[src/rtl/slp_pkg.sv]
package slp_pkg;

  typedef enum logic [2:0] {
    PS_ACT   = 3'd0,
    PS_IDLE  = 3'd1,
    PS_DOFF  = 3'd2,
    PS_RKEEP = 3'd3,
    PS_OHOLD = 3'd4,
    PS_OHRTC = 3'd5,
    PS_WAKE  = 3'd6
  } pstate_e;

  typedef struct packed {
    logic cpu;
    logic nvm;
    logic per;
    logic rtc;
    logic osc;
  } gate_s;

  function automatic gate_s gates_for(pstate_e s, logic rtc_on);
    gate_s g;
    g = '0;
    case (s)
      PS_ACT:   g = '{cpu: 1'b1, nvm: 1'b1, per: 1'b1, rtc: 1'b1, osc: 1'b1};
      PS_IDLE:  g = '{cpu: 1'b0, nvm: 1'b0, per: 1'b1, rtc: 1'b1, osc: 1'b1};
      PS_DOFF:  g = '{cpu: 1'b0, nvm: 1'b0, per: 1'b0, rtc: 1'b0, osc: 1'b0};
      PS_RKEEP: g = '{cpu: 1'b0, nvm: 1'b0, per: 1'b0, rtc: rtc_on, osc: 1'b0};
      PS_OHOLD: g = '{cpu: 1'b0, nvm: 1'b0, per: 1'b0, rtc: 1'b0, osc: 1'b1};
      PS_OHRTC: g = '{cpu: 1'b0, nvm: 1'b0, per: 1'b0, rtc: rtc_on, osc: 1'b1};
      PS_WAKE:  g = '{cpu: 1'b0, nvm: 1'b0, per: 1'b0, rtc: 1'b1, osc: 1'b1};
      default:  g = '0;
    endcase
    return g;
  endfunction

  function automatic logic needs_restart(pstate_e s);
    return (s == PS_DOFF) || (s == PS_RKEEP);
  endfunction

endpackage

[src/rtl/slp_mode_decode.sv]
module slp_mode_decode
  import slp_pkg::*;
(
  input  logic [2:0] code,
  output pstate_e    target,
  output logic       valid
);
  always_comb begin
    valid  = 1'b1;
    target = PS_ACT;
    case (code)
      3'd1: target = PS_IDLE;
      3'd2: target = PS_DOFF;
      3'd3: target = PS_RKEEP;
      3'd4: target = PS_OHOLD;
      3'd5: target = PS_OHRTC;
      default: valid = 1'b0;
    endcase
  end
endmodule

[src/rtl/slp_wake_qual.sv]
module slp_wake_qual
  import slp_pkg::*;
(
  input  pstate_e st,
  input  logic    rtc_en,
  input  logic    w_irq,
  input  logic    w_pin,
  input  logic    w_twi,
  input  logic    w_ovf,
  input  logic    w_cmp,
  output logic    wake
);
  logic async_src;
  logic rtc_src;

  always_comb begin
    async_src = w_pin | w_twi;
    rtc_src   = rtc_en & (w_ovf | w_cmp);
    case (st)
      PS_IDLE:            wake = w_irq | async_src | w_ovf | w_cmp;
      PS_DOFF, PS_OHOLD:  wake = async_src;
      PS_RKEEP, PS_OHRTC: wake = async_src | rtc_src;
      default:            wake = 1'b0;
    endcase
  end
endmodule

[src/rtl/slp_restart_timer.sv]
module slp_restart_timer #(
  parameter int CNT_W = 16
) (
  input  logic             clk,
  input  logic             rst,
  input  logic             load,
  input  logic [CNT_W-1:0] load_val,
  output logic             last
);
  localparam logic [CNT_W-1:0] ONE = CNT_W'(1);

  logic [CNT_W-1:0] cnt_q;

  always_ff @(posedge clk) begin
    if (rst)                 cnt_q <= '0;
    else if (load)           cnt_q <= load_val;
    else if (cnt_q != '0)    cnt_q <= cnt_q - ONE;
  end

  assign last = (cnt_q == ONE);
endmodule

[src/rtl/slp_gate_map.sv]
module slp_gate_map
  import slp_pkg::*;
#(
  parameter int NUM_PER = 8
) (
  input  logic               clk,
  input  logic               rst,
  input  pstate_e            st_next,
  input  logic               rtc_en,
  input  logic [NUM_PER-1:0] pr_mask,
  output logic               en_cpu,
  output logic               en_nvm,
  output logic [NUM_PER-1:0] en_per,
  output logic               en_rtc,
  output logic               en_osc
);
  gate_s g_next;

  always_comb g_next = gates_for(rst ? PS_ACT : st_next, rtc_en);

  always_ff @(posedge clk) begin
    en_cpu <= g_next.cpu;
    en_nvm <= g_next.nvm;
    en_rtc <= g_next.rtc;
    en_osc <= g_next.osc;
  end

  for (genvar i = 0; i < NUM_PER; i++) begin : g_per
    always_ff @(posedge clk) begin
      en_per[i] <= g_next.per & ~pr_mask[i];
    end
  end
endmodule

[src/rtl/sleep_wake_ctrl.sv]
module sleep_wake_ctrl
  import slp_pkg::*;
#(
  parameter int NUM_PER = 8,
  parameter int CNT_W   = 16
) (
  input  logic               clk,
  input  logic               rst,
  input  logic               slp_req,
  input  logic [2:0]         slp_mode,
  input  logic [CNT_W-1:0]   startup_cnt,
  input  logic               rtc_en,
  input  logic [NUM_PER-1:0] pr_mask,
  input  logic               wake_irq,
  input  logic               wake_pin,
  input  logic               wake_twi,
  input  logic               wake_rtc_ovf,
  input  logic               wake_rtc_cmp,
  output logic               clk_en_cpu,
  output logic               clk_en_nvm,
  output logic [NUM_PER-1:0] clk_en_per,
  output logic               clk_en_rtc,
  output logic               osc_en,
  output logic [2:0]         pstate_o
);
  pstate_e state_q, state_d;
  pstate_e req_target;
  logic    req_valid;
  logic    wake_ok;
  logic    tmr_load;
  logic    tmr_last;

  slp_mode_decode u_dec (
    .code   (slp_mode),
    .target (req_target),
    .valid  (req_valid)
  );

  slp_wake_qual u_wq (
    .st     (state_q),
    .rtc_en (rtc_en),
    .w_irq  (wake_irq),
    .w_pin  (wake_pin),
    .w_twi  (wake_twi),
    .w_ovf  (wake_rtc_ovf),
    .w_cmp  (wake_rtc_cmp),
    .wake   (wake_ok)
  );

  slp_restart_timer #(.CNT_W(CNT_W)) u_tmr (
    .clk      (clk),
    .rst      (rst),
    .load     (tmr_load),
    .load_val (startup_cnt),
    .last     (tmr_last)
  );

  always_comb begin
    state_d  = state_q;
    tmr_load = 1'b0;
    case (state_q)
      PS_ACT: begin
        if (slp_req && req_valid) state_d = req_target;
      end
      PS_WAKE: begin
        if (tmr_last) state_d = PS_ACT;
      end
      default: begin
        if (wake_ok) begin
          if (needs_restart(state_q) && (startup_cnt != '0)) begin
            state_d  = PS_WAKE;
            tmr_load = 1'b1;
          end else begin
            state_d = PS_ACT;
          end
        end
      end
    endcase
  end

  always_ff @(posedge clk) begin
    if (rst) state_q <= PS_ACT;
    else     state_q <= state_d;
  end

  slp_gate_map #(.NUM_PER(NUM_PER)) u_gm (
    .clk     (clk),
    .rst     (rst),
    .st_next (state_d),
    .rtc_en  (rtc_en),
    .pr_mask (pr_mask),
    .en_cpu  (clk_en_cpu),
    .en_nvm  (clk_en_nvm),
    .en_per  (clk_en_per),
    .en_rtc  (clk_en_rtc),
    .en_osc  (osc_en)
  );

  assign pstate_o = state_q;
endmodule

[config.mk]
export PLATFORM = sky130hd
export DESIGN_NAME = sleep_wake_ctrl
export DESIGN_NICKNAME = d
export VERILOG_FILES = /design/src/rtl/slp_pkg.sv /design/src/rtl/slp_mode_decode.sv /design/src/rtl/slp_wake_qual.sv /design/src/rtl/slp_restart_timer.sv /design/src/rtl/slp_gate_map.sv /design/src/rtl/sleep_wake_ctrl.sv
export SDC_FILE = /design/constraint.sdc
export NUM_CORES = 1
export LEC_CHECK = 0
export BUFFER_PORTS_ARGS = -buffer_cell sky130_fd_sc_hd__buf_4
export CAP_MARGIN = 10
export CORE_UTILIZATION = 37
export CTS_CLUSTER_DIAMETER = 120
export DETAILED_ROUTE_END_ITERATION = 8
export HOLD_SLACK_MARGIN = 0.02
export PLACE_DENSITY = 0.59
export SKIP_CTS_REPAIR_TIMING = 1
export SYNTH_ARGS = -nofsm -noshare
export SYNTH_HDL_FRONTEND = slang
export SYNTH_SLANG_ARGS = --single-unit
[constraint.sdc]
create_clock -name clk -period 2.4 [get_ports clk]
set_input_delay 0.48 -clock clk [delete_from_list [all_inputs] [get_ports clk]]
set_output_delay 0.48 -clock clk [all_outputs]
set_load 0.02 [all_outputs]
Yosys cells after proc, flatten, opt, wreduce, memory -nomap -nowiden
Index checks and enable logic that the tools add are counted.
{"block": "classes", "n_lt_le_gt_ge": 0, "eq_ne": 17, "bitwise_logic": 23, "multipliers": 0, "n_shift": 0, "n_reduce_logical": 12, "n_addsub": 1, "n_div": 0, "muxes": 15}
{"op": "$mux 16", "count": 2}
{"op": "$reduce_bool 16->1", "count": 2}
{"op": "$pmux 5 s6", "count": 1}
{"op": "$eq 3x3->1 const B", "count": 8}
{"op": "$eq 16x1->1 const B", "count": 1}
{"op": "$sub 16x1->16 const B", "count": 1}
{"op": "$eq 3x2->1 const B", "count": 5}
{"op": "$mux 3", "count": 5}
{"op": "$pmux 3 s5", "count": 1}
{"op": "$and 1x1->1", "count": 9}
{"op": "$eq 3x1->1 const B", "count": 3}
{"op": "$not 1->1", "count": 8}
{"op": "$logic_not 3->1", "count": 2}
{"op": "$or 1x1->1", "count": 6}
{"op": "$pmux 3 s2", "count": 1}
{"op": "$reduce_or 2->1", "count": 3}
{"op": "$reduce_or 5->1", "count": 1}
{"op": "$mux 1", "count": 4}
{"op": "$pmux 1 s3", "count": 1}
{"op": "$logic_and 1x1->1", "count": 2}
{"op": "$reduce_bool 2->1", "count": 1}
{"op": "$logic_or 1x1->1", "count": 1}
{"block": "word_totals", "n_memories": 0, "ram_bits": 0, "input_bits": 36, "output_inout_bits": 15, "reg_bits": 31, "romBits": 0, "word_cells": 82, "latch_bits": 0}

Longest topological paths before layout
Gate-level depths: netlist of run 1.
{"block": "depth", "ltp_word": 11, "ltp_mapped": 9, "mapped_depth_nobuf": 8}

Modules after synthesis
Synthesis of run 1 repeated with hierarchy kept, for this count alone.
{"block": "hier_totals", "cells_unflattened": 188, "area_unflattened_um2": 1660.3}
{"module": "slp_restart_timer", "instances": 1, "seq_area_each_um2": 320.3, "cells_per_inst": 115, "area_each_um2": 945.9}
{"module": "slp_gate_map", "instances": 1, "seq_area_each_um2": 220.2, "cells_per_inst": 30, "area_each_um2": 357.8}
{"module": "sleep_wake_ctrl", "instances": 1, "seq_area_each_um2": 60.1, "cells_per_inst": 26, "area_each_um2": 235.2}
{"module": "slp_wake_qual", "instances": 1, "seq_area_each_um2": 0.0, "cells_per_inst": 8, "area_each_um2": 61.3}
{"module": "slp_mode_decode", "instances": 1, "seq_area_each_um2": 0.0, "cells_per_inst": 9, "area_each_um2": 60.1}

Least setup slack after synthesis of run 1
OpenSTA, ideal clock, no wires.
{"block": "synth_timing", "path_kind": "reg-to-reg", "start": "register u_tmr.cnt_q[0]", "end": "register u_tmr.cnt_q[12]", "stages_incl_launch_ff": 9, "setup_time_ns": 0.128, "slack_ns": 0.331, "required_time_ns": 2.272, "period_less_slack_ns": 2.069, "path_buffers": 0, "t_arrival_ns": 1.941, "path_cell_list": "dfxtp_1 inv_1 ha_1 or4b_1 or3_2 nor3_2 xor2_1 a22oi_1 nor2_1"}
{"block": "synth_via", "elab_chain_len": 3, "word_cells_on_any_way": 5, "classes_between": "1 x add/sub; 2 x mux; 2 x reduce/logical"}
{"item": "start, declared", "line_no": "slp_restart_timer.sv:12", "text": "logic [CNT_W-1:0] cnt_q;"}
{"item": "start signal, assigned", "line_no": "slp_restart_timer.sv:16", "text": "else if (load) cnt_q <= load_val;"}
{"item": "start signal, assigned", "line_no": "slp_restart_timer.sv:17", "text": "else if (cnt_q != '0) cnt_q <= cnt_q - ONE;"}
{"item": "$sub 16x1->16", "line_no": "slp_restart_timer.sv:17"}
{"item": "$mux 16", "line_no": "slp_restart_timer.sv:17"}
{"item": "$mux 16", "line_no": "slp_restart_timer.sv:16"}
Several ways; a longest one is shown, not always the timed one. The select of a mux whose other input is x is not followed.
A chain may end at the register's enable or synchronous reset.

Worst setup path in the final report of run 1
{"block": "layout_timing", "start": "register u_tmr.cnt_q[5]", "end": "register u_gm.en_cpu"}
{"block": "layout_via", "elab_chain_len": 6, "word_cells_on_any_way": 11, "classes_between": "6 x eq/ne; 4 x mux; 1 x reduce/logical"}
{"item": "$eq 16x1->1 (*)", "line_no": "slp_restart_timer.sv:20", "text": "assign last = (cnt_q == ONE);"}
{"item": "$mux 3 (*)", "line_no": "sleep_wake_ctrl.sv:66", "text": "if (tmr_last) state_d = PS_ACT;"}
{"item": "$pmux 3 s2 (*)", "line_no": "sleep_wake_ctrl.sv:61", "text": "case (state_q)"}
{"item": "$mux 3 (*)"}
{"item": "$eq 3x3->1, or another cell as far along", "line_no": "slp_pkg.sv:24", "text": "case (s)"}
{"item": "$pmux 5 s6 (*)", "line_no": "slp_pkg.sv:24"}
{"item": "end signal, assigned", "line_no": "slp_gate_map.sv:22", "text": "en_cpu <= g_next.cpu;"}
{"item": "end, declared", "line_no": "slp_gate_map.sv:11", "text": "output logic en_cpu,"}
Mark *: on every way between the ends. The rest lies on a longest branch, timed or not.

==> metrics.yaml, run 1 <==
power_and_ir_drop:
  leakage_nw: 0.872
  ir_worst_vdd_v: 0.000498
  powerDensity_nw_per_um2: 1020
placement:
  dp.cells: 263
  place_congestion: 0.810
  dp_hpwl_um: 2830
  numPortBuffers: 50
floorplan:
  start_util_pct: 40.1
  die_w_um: 66.2
  die-area_sq_um: 4380
  core_region_area_sq_um: 3800
  io_pins: 51
  num_rows: 22
  die_y_um: 66.2
yosys:
  synth_seq_cells: 30
  synth_nets: 210
  synth_area_leaders: "dfxtp_1 (39%), nor2_1 (5.9%), a22oi_1 (4.9%), xnor2_1 (4.6%), xor2_1 (3.4%)"
  async_flop_share_pct: 0
  ys.flop_type: "dfxtp_1"
  synth-adder-area-share_pct: 2.46
  synth_area_sq_um: 1520
  seq_area_frac_synth_pct: 39.4
  synth-xor-area-share_pct: 8.05
  yosysTopAreaCell: "dfxtp_1"
  synth_edf_count: 0
  synth-simple-area-share_pct: 31.9
  synth_top_area_share_pct: 39.4
  synth_top_family_by_area: "simple AND/OR/NAND/NOR gates"
  yosysWarnings: 0
  synth.area.mux_share_pct: 0
  avgSynthCellArea_sq_um: 8.91
  synth_compound_area_share_pct: 14.0
  ys_types: 45
  syn_inst: 171
global_routing:
  antenna_found_initial: 0
  grt_pass1_wl_um: 5940
  grt_max_degree: 20
  grt_pass1_vias: 1334
  globalRouteOverflowTotal: 0
  grt_usage_pct: 18.3
sta:
  maxSlewHeadroom_pct: 61.7
  fmax_mhz: 441
  grt_setup_unrepaired: "no"
  fin_crit_ns: 2.27
  drv_slew: 0
  setup_viol: 0
  fin_worst_skew_ns: 0.00209
  worstMarginPinSlew_ns: 0.566
  holdWs_ns: 0.352
  tns_ns: 0
  finalHoldViolations: 0
  fin_crit_sh_pct: 94.5
setup_path:
  path_class: "reg -> reg"
  start_kind: "register"
  end_kind: "register"
  cp_max_fo: 10
  cp_data_required_time_ns: 2.61
  worst_ep_arrival_time_ns: 2.48
clock_tree:
  tritoncts: "yes"
  clk_latency_ns: 0.28
  cts_max_level: 2
  cts.clk_slew.worst_paths_ns: 0.06
  ctsLongestPathBuffers: 2
  cts_buffers: 5
  cts_sinks: 30
  root_buffer: "clkbuf_8"
detailed_routing:
  wire_per_inst_um: 13.6
  drt_wl_total_um: 3670
  via_per_inst: 5.16
  drtIter0Drc: 42
  vias: 1394
  ant_nets: 0
  drt_pre_antenna_iters: 4
  drc: 0
finish:
  final_common_cell: "buf_4"
  final_cell_mix: "buf_4 (52), dfxtp_1 (30), nor2_1 (24)"
  diodes: 0
  final_nets: 261
  fin_cells: 270
  drive_above_1_share_pct: 37.4
  area_growth_pct: 32.1
hold_path:
  hold_path_class: "in -> reg"
job:
  timing.max_cap.violations: 0
outcome:
  status: "complete, no violations"
[cell usage after synthesis, types with 3 or more instances]
| cell | instances |
|---|---|
| a211oi_1 | 4 |
| a21oi_1 | 3 |
| a22oi_1 | 10 |
| clkbuf_1 | 4 |
| dfxtp_1 | 30 |
| ha_1 | 3 |
| inv_1 | 5 |
| nand2_1 | 11 |
| nor2_1 | 24 |
| nor2_2 | 8 |
| nor3_1 | 7 |
| nor4_1 | 6 |
| or3_1 | 3 |
| or3_2 | 3 |
| xnor2_1 | 8 |
| xor2_1 | 6 |
[metal layers]
layer	vias to the layer above	global-route usage, %	part of all wire, %	routed length (um)
met3	5	6.03	5.0	184
met2	38	31.9	50	1830
met4	0	7.18	1.2	45
li1	705	-	-	-
met5	-	0	0	0
met1	646	20.3	44	1610
[sequential cells by signal, indices dropped and copies added, names as in the netlist]
name         flops
u_gm.en_cpu      1
u_gm.en_per      8
u_gm.en_rtc      1
u_gm.en_osc      1
pstate_o         3
u_tmr.cnt_q     16
[layout make-up]
class	instances	area (sq um)
repair buffers	52	390
well taps	48	60.1
inverters	5	18.8
flip-flops and latches	30	601
clock inverters	2	10.0
multi-input cells	128	865
clock buffers	5	68.8
fillers	364	1790
[per-stage QoR]
stage / area, sq um / util, % / setup WS, ns / total power, mW
finish: 2010 / 53.0 / 0.131 / 2.05
global placement: 1930 / 50.8 / 0.0483 / 1.65
floorplan: 1520 / - / 0.331 / 1.44
global route: 2010 / 53.0 / 0.0150 / 2.21
CTS: 2010 / 52.9 / 0.115 / 2.06
detailed placement: 1930 / 50.8 / 0.0479 / 1.67
[worst paths after layout]
path | depth (start not counted) | slack, ns | endpoint | start
hold / removal | 2 | 0.35 | u_gm.en_per[0] | pr_mask[0]
hold reg to reg | 2 | 0.58 | u_tmr.cnt_q[8] | u_tmr.cnt_q[8]
setup / recovery | 6 | 0.13 | u_gm.en_cpu | u_tmr.cnt_q[5]
setup reg to reg | 6 | 0.13 | u_gm.en_cpu | u_tmr.cnt_q[5]
[worst max-delay path, stage by stage (launching register included)]
cell     delay (ns)
dfxtp_1        0.34
or4_4          0.59
nor4_4         0.38
a21oi_2        0.10
nor3b_4        0.18
or2_1          0.44
nor2_2         0.16
[cells by family (layout without fill, tap and decap cells)]
| family | Yosys count | count (layout) |
|---|---|---|
| flops | 30 | 30 |
| fa+ha+maj | 3 | 3 |
| compound gates | 28 | 28 |
| xor+xnor | 14 | 14 |
| buf+inv | 13 | 64 |
| simple gates | 83 | 83 |
[power by group]
part           internal [mW]  switching [mW]
Clock                  0.194           0.178
Sequential             0.616          0.0985
Combinational          0.478           0.487
Power figures use the tool's default switching activity.
==> inputs of run 2 (changes only) <==
--- a/config.mk
+++ b/config.mk
@@ -11,8 +11,9 @@
 export CTS_CLUSTER_DIAMETER = 120
 export DETAILED_ROUTE_END_ITERATION = 8
 export HOLD_SLACK_MARGIN = 0.02
-export PLACE_DENSITY = 0.59
+export PLACE_DENSITY = 0.58
 export SKIP_CTS_REPAIR_TIMING = 1
 export SYNTH_ARGS = -nofsm -noshare
 export SYNTH_HDL_FRONTEND = slang
+export SYNTH_HIERARCHICAL = 1
 export SYNTH_SLANG_ARGS = --single-unit
==> metrics.yaml, run 2 <==
setup_path:
  cp_max_fo: 6  # -4
  worst_ep_arrival_time_ns: 2.25  # -0.23 ns
  path_cells: "buf_4, or4_4, o21ai_1, a221oi_2, mux2i_1, a22oi_2, nand2_1, a21boi_0, o2111ai_1"
  critPathSlowestCell: "or4_4"
  regToRegSetupSlack_ns: 0.31  # +0.18 ns
  end_kind: "register"
  cp_top_family: "compound AO/OA/AOI/OAI gates"
  cp_data_required_time_ns: 2.56  # -0.05 ns
  crit_buf_inv: 1  # +1
  max_stage_delay_ns: 0.54  # -0.05 ns
  path_class: "in -> reg"
  start_kind: "input pin"
yosys:
  synth_common_cells: "dfxtp_1 (30), nand2_1 (18), nor2_1 (15), inv_1 (13), o21ai_0 (8)"
  synth_seq_cells: 30  # unchanged
  seq_area_frac_synth_pct: 36.2  # -3.2 points
  synth_nets: 228  # +8.6%
  yosysWarnings: 6  # +6
  yosysTopAreaCell: "dfxtp_1"
  async_flop_share_pct: 0  # unchanged
  synth_area_leaders: "dfxtp_1 (36%), nand2_1 (4.1%), nor2_1 (3.4%), ha_1 (3.0%), inv_1 (2.9%)"
  ys_types: 55  # +22%
  synth_edf_count: 0  # unchanged
  ys.flop_type: "dfxtp_1"
  avgSynthCellArea_sq_um: 8.83  # -0.90%
  synth_top_area_share_pct: 36.2  # -3.2 points
  synth_area_sq_um: 1660  # +8.9%
  yosysMostFrequentCell: "dfxtp_1"
  syn_inst: 188  # +9.9%
finish:
  area_growth_pct: 39.9
  fillers: 394  # +8.2%
  diodes: 0  # unchanged
  drive_above_1_share_pct: 37.0  # -0.38 points
  multi_input_area_sq_um: 991  # +15%
  final_cell_mix: "buf_4 (61), dfxtp_1 (30), nand2_1 (18)"
  final_nets: 293  # +12%
  final_common_cell: "buf_4"
  largest_register: "u_tmr/cnt_q"
  seq_area_sq_um: 601  # unchanged
  largest_reg_flops: 16  # unchanged
global_routing:
  globalRouteOverflowTotal: 0  # unchanged
  grt_max_degree: 18  # -10%
  grt_pass1_wl_um: 7190  # +21%
  grt_pass1_vias: 1639  # +23%
  antenna_found_initial: 0  # unchanged
  grt_usage_pct: 20.9  # +2.7 points
power_and_ir_drop:
  p_comb_share_pct: 47.1  # about the same
  powerDensity_nw_per_um2: 1180  # +16%
  leakage_nw: 1.02  # +17%
  p_sw_mw: 1.06  # +39%
  power_mw: 2.75  # +34%
  p_sw_share_pct: 38.6  # +1.4 points
  p_clk_share_pct: 23.4  # +5.3 points
  internal_power_mw: 1.68  # +31%
  ir_worst_vdd_v: 0.000392  # -21%
  p_seq_share_pct: 29.5  # -5.3 points
clock_tree:
  cts.clk_slew.worst_paths_ns: 0.06  # about the same
  cts_sinks: 30  # unchanged
  cts_buffers: 5  # unchanged
  ctsLongestPathBuffers: 2  # unchanged
  cts_max_level: 2  # unchanged
  clk_latency_ns: 0.28  # about the same
  root_buffer: "clkbuf_8"
  tritoncts: "yes"
sta:
  fin_crit_ns: 2.09  # -0.177 ns
  maxSlewHeadroom_pct: 51.1  # -11 points
  worstMarginPinSlew_ns: 0.727  # +0.161 ns
  fin_crit_sh_pct: 87.2  # -7.4 points
  postLayoutSetupSlackWorst_ns: 0.308  # +0.177 ns
  finalHoldViolations: 0  # unchanged
  fmax_mhz: 478  # +8.5%
  tns_ns: 0  # unchanged
  grt_setup_unrepaired: "no"
  drv_slew: 0  # unchanged
  setup_viol: 0  # unchanged
  fin_worst_skew_ns: 0.00442  # +0.00233 ns
  holdWs_ns: 0.346  # -0.00563 ns
floorplan:
  die-area_sq_um: 4760  # +8.7%
  start_util_pct: 40.1  # -0.052 points
  core_region_area_sq_um: 4140  # +9.1%
  die_y_um: 69.0  # +4.3%
  die_w_um: 69.0  # +4.3%
  num_rows: 23  # +4.5%
  io_pins: 51  # unchanged
detailed_routing:
  drc: 0  # unchanged
  drt_wl_total_um: 4390  # +20%
  via_per_inst: 5.42  # +5.0%
  ant_nets: 0  # unchanged
  vias: 1648  # +18%
  drtIter0Drc: 71  # +69%
  wire_per_inst_um: 14.4  # +6.3%
  drt_pre_antenna_iters: 4  # unchanged
placement:
  numPortBuffers: 50  # unchanged
  place_congestion: 0.865  # +6.8%
  pre_cts_slack_ns: 0.00828  # -0.0396 ns
  dp_hpwl_um: 3410  # +21%
outcome:
  status: "complete, no violations"
job:
  timing.max_cap.violations: 0  # unchanged
hold_path:
  hold_path_class: "in -> reg"
[run 2: changes by cell type after synthesis, sizes merged, moves of 4 or more]
cell | previous run | this run
a21oi | 4 | 9
a22oi | 10 | 2
and2 | 4 | 0
inv | 5 | 13
nand2 | 11 | 19
nand3 | 0 | 4
nor2 | 33 | 23
nor3 | 8 | 4
o21ai | 2 | 9
or3 | 6 | 0
xnor2 | 8 | 4
xor2 | 6 | 2
[run 2: cell families (layout without fill, tap and decap cells)]
group                      after synthesis  after routing  synth area share, %
and+or+nand+nor                         85             85                 32.0
AOI/OAI and AO/OA                       43             43                 19.3
DFF                                     30             30                 36.2
buffers and inverters                   17             83                 4.52
xor gates and xnor gates                 6              6                 3.17
adders and majority gates                4              4                 3.01
muxes                                    3              3                 1.81
[run 2: metrics by stage]
step                util, %  area (sq um)  std cells
floorplan                 -          1660        188
global placement       52.5          2170        296
detailed placement     52.5          2170        296
CTS                    55.9          2320        304
global route           56.1          2320        304
finish                 56.1          2320        304
[run 2: power groups by stage]
| stage | sequential, mW | clock, mW | combinational, mW |
|---|---|---|---|
| floorplan | 0.805 | 0 | 0.875 |
| global placement | 0.807 | 0 | 1.25 |
| detailed placement | 0.816 | 0 | 1.28 |
| CTS | 0.807 | 0.656 | 1.28 |
| global route | 0.829 | 0.680 | 1.43 |
| finish | 0.811 | 0.642 | 1.29 |
[run 2: final cells by class]
cell class / instances / share of cell area (%)
inverter: 13 / 2.10
clock inverter: 2 / 2.58
timing repair buffer: 62 / 20.6
sequential: 30 / 25.8
multi-input combinational: 141 / 42.6
tap: 50 / 2.69
clock buffer: 6 / 3.55
[run 2: worst reg2reg max path: stages, from the launching register on]
cell and delay [ns]:
dfxtp_1 0.56, a21oi_2 0.11, a221oi_2 0.39, mux2i_1 0.14
a22oi_2 0.21, nand2_1 0.16, o21ba_1 0.24, buf_12 0.15
nor2_2 0.08
[run 2: worst paths after layout]
check | start | end | cells past startpoint
min reg2reg | u_tmr/cnt_q[7] | u_tmr/cnt_q[7] | 2
max | wake_rtc_cmp | u_gm/en_rtc | 9
max reg2reg | pstate_o[2] | u_gm/en_per[5] | 8
min | pr_mask[0] | u_gm/en_per[0] | 2
[run 2: routing by layer]
metal / GRT usage [%] / vias up / wire, um
li1: - / 816 / -
met1: 23.8 / 762 / 1860
met2: 34.1 / 59 / 2160
met3: 6.91 / 11 / 249
met4: 12.0 / 0 / 112
met5: 0 / - / 0
==> inputs of run 3 (changes only) <==
--- a/config.mk
+++ b/config.mk
@@ -5,13 +5,13 @@
 export SDC_FILE = /design/constraint.sdc
 export NUM_CORES = 1
 export LEC_CHECK = 0
-export BUFFER_PORTS_ARGS = -buffer_cell sky130_fd_sc_hd__buf_4
 export CAP_MARGIN = 10
 export CORE_UTILIZATION = 37
 export CTS_CLUSTER_DIAMETER = 120
 export DETAILED_ROUTE_END_ITERATION = 8
+export DONT_BUFFER_PORTS = 1
 export HOLD_SLACK_MARGIN = 0.02
-export PLACE_DENSITY = 0.58
+export PLACE_DENSITY = 0.48
 export SKIP_CTS_REPAIR_TIMING = 1
 export SYNTH_ARGS = -nofsm -noshare
 export SYNTH_HDL_FRONTEND = slang
==> metrics.yaml, run 3 (synthesis gave the netlist of run 2 again) <==
clock_tree:
  cts_buffers: 5  # unchanged
  cts_max_level: 2  # unchanged
  ctsLongestPathBuffers: 2  # unchanged
  tritoncts: "yes"
  clk_latency_ns: 0.29  # about the same
  cts_sinks: 30  # unchanged
  cts.clk_slew.worst_paths_ns: 0.07  # about the same
  root_buffer: "clkbuf_8"
floorplan:
  num_rows: 23  # unchanged
  die_w_um: 69.0  # unchanged
  die-area_sq_um: 4760  # unchanged
  die_y_um: 69.0  # unchanged
  start_util_pct: 40.1  # unchanged
  io_pins: 51  # unchanged
  core_region_area_sq_um: 4140  # unchanged
hold_path:
  hold_path_class: "in -> reg"
  min_from: "rst"
  hold_depth: 1  # -1
outcome:
  status: "complete, no violations"
power_and_ir_drop:
  ir_worst_vdd_v: 0.000438  # +12%
  p_clk_share_pct: 24.3  # +0.9 points
  p_sw_share_pct: 39.4  # +0.75 points
  power_mw: 2.67  # -2.6%
  leakage_nw: 0.770  # -24%
  powerDensity_nw_per_um2: 1380  # +17%
  p_sw_mw: 1.05  # -0.67%
  p_seq_share_pct: 31.3  # +1.8 points
  p_comb_share_pct: 44.4  # -2.7 points
  internal_power_mw: 1.62  # -3.7%
finish:
  diodes: 0  # unchanged
  area_growth_pct: 17.0
  final_cell_mix: "dfxtp_1 (30), nand2_1 (18), nor2_1 (14)"
  drive_above_1_share_pct: 22.2  # -15 points
  largest_reg_flops: 16  # unchanged
  final_nets: 242  # -17%
  final_common_cell: "dfxtp_1"
  final_area_sq_um: 1940  # -16%
  largest_register: "u_tmr/cnt_q"
global_routing:
  grt_pass1_wl_um: 6230  # -13%
  grt_max_degree: 18  # unchanged
  globalRouteOverflowTotal: 0  # unchanged
  grt_usage_pct: 18.7  # -2.3 points
  grt_pass1_vias: 1379  # -16%
  antenna_found_initial: 0  # unchanged
sta:
  finalHoldViolations: 0  # unchanged
  fin_worst_skew_ns: 0.00880  # +0.00438 ns
  fin_crit_ns: 2.20  # +0.105 ns
  drv_slew: 0  # unchanged
  fmax_mhz: 455  # -4.8%
  holdWs_ns: 0.242  # -0.104 ns
  worstMarginPinSlew_ns: 0.662  # -0.0653 ns
  fin_crit_sh_pct: 91.5  # +4.4 points
  grt_setup_unrepaired: "no"
  setup_viol: 0  # unchanged
  maxSlewHeadroom_pct: 55.5  # +4.4 points
setup_path:
  r2r-start: "u_tmr/cnt_q[12]"
  path_class: "reg -> reg"
  start_kind: "register"
  cp_data_required_time_ns: 2.62  # +0.06 ns
  end_kind: "register"
  ff2ff_path_depth: 9  # +1
  critPathLaunch: "u_tmr/cnt_q[12]"
  worst_ep_arrival_time_ns: 2.42  # +0.17 ns
  cp_max_fo: 8  # +2
placement:
  numPortBuffers: 0  # -100%
  postPlaceCellArea_sq_um: 1790  # -18%
  dp_hpwl_um: 3200  # -6.0%
  place_congestion: 0.832  # -3.9%
detailed_routing:
  drt_wl_total_um: 4190  # -4.4%
  drt_pre_antenna_iters: 4  # unchanged
  vias: 1463  # -11%
  wire_per_inst_um: 16.6  # +15%
  via_per_inst: 5.78  # +6.7%
  drc: 0  # unchanged
  ant_nets: 0  # unchanged
  drtIter0Drc: 88  # +24%
job:
  timing.max_cap.violations: 0  # unchanged
## run 3: area by class of cell
cell class	instances	area, sq um
well taps	50	62.6
clock buffers	6	82.6
repair buffers	11	95.1
fillers	411	2200
multi-input cells	141	993
clock inverters	2	60.1
flip-flops and latches	30	601
inverters	13	48.8
## run 3: final timing paths
| kind | end | slack (ns) |
|---|---|---|
| setup / recovery | u_gm/en_per[4] | 0.20 |
| hold / removal | pstate_o[2] | 0.24 |
| setup reg to reg | u_gm/en_per[4] | 0.20 |
| hold reg to reg | u_tmr/cnt_q[7] | 0.55 |
## run 3: through the flow
| stage | worst slack (ns) | instances | setup TNS, ns | util (%) |
|---|---|---|---|---|
| 3_3_place_gp | 0.0532 | 245 | 0 | 43.2 |
| 3_5_place_dp | -0.111 | 245 | -0.454 | 43.2 |
| 2_1_floorplan | 0.177 | 188 | 0 | - |
| 6_report | 0.203 | 253 | 0 | 46.9 |
| 4_1_cts | -0.0850 | 253 | -0.348 | 46.7 |
| 5_1_grt | 0.0468 | 253 | 0 | 46.9 |
## run 3: layer usage
metal | GRT usage, % | vias to the layer above | share of wire, %
met1 | 18.7 | 697 | 39
met2 | 35.4 | 46 | 53
met5 | 0 | - | 0
li1 | - | 714 | -
met4 | 6.89 | 0 | 1.3
met3 | 5.92 | 6 | 6.9
## run 3: power by group through the flow
stage          Combinational [mW]  Clock (mW)  Sequential, mW
2_1_floorplan               0.875           0           0.805
3_3_place_gp                 1.17           0           0.838
3_5_place_dp                 1.18           0           0.844
4_1_cts                      1.19       0.667           0.832
5_1_grt                      1.30       0.685           0.860
6_report                     1.19       0.651           0.837
## run 3: critical path: stages, from the launching register on
cell     delay (ns)
dfxtp_1        0.36
nor4_1         0.43
nand2_1        0.19
nor2_1         0.20
mux2i_1        0.11
a22oi_2        0.23
nand2_1        0.16
o21ba_1        0.23
buf_12         0.15
nor2_2         0.07
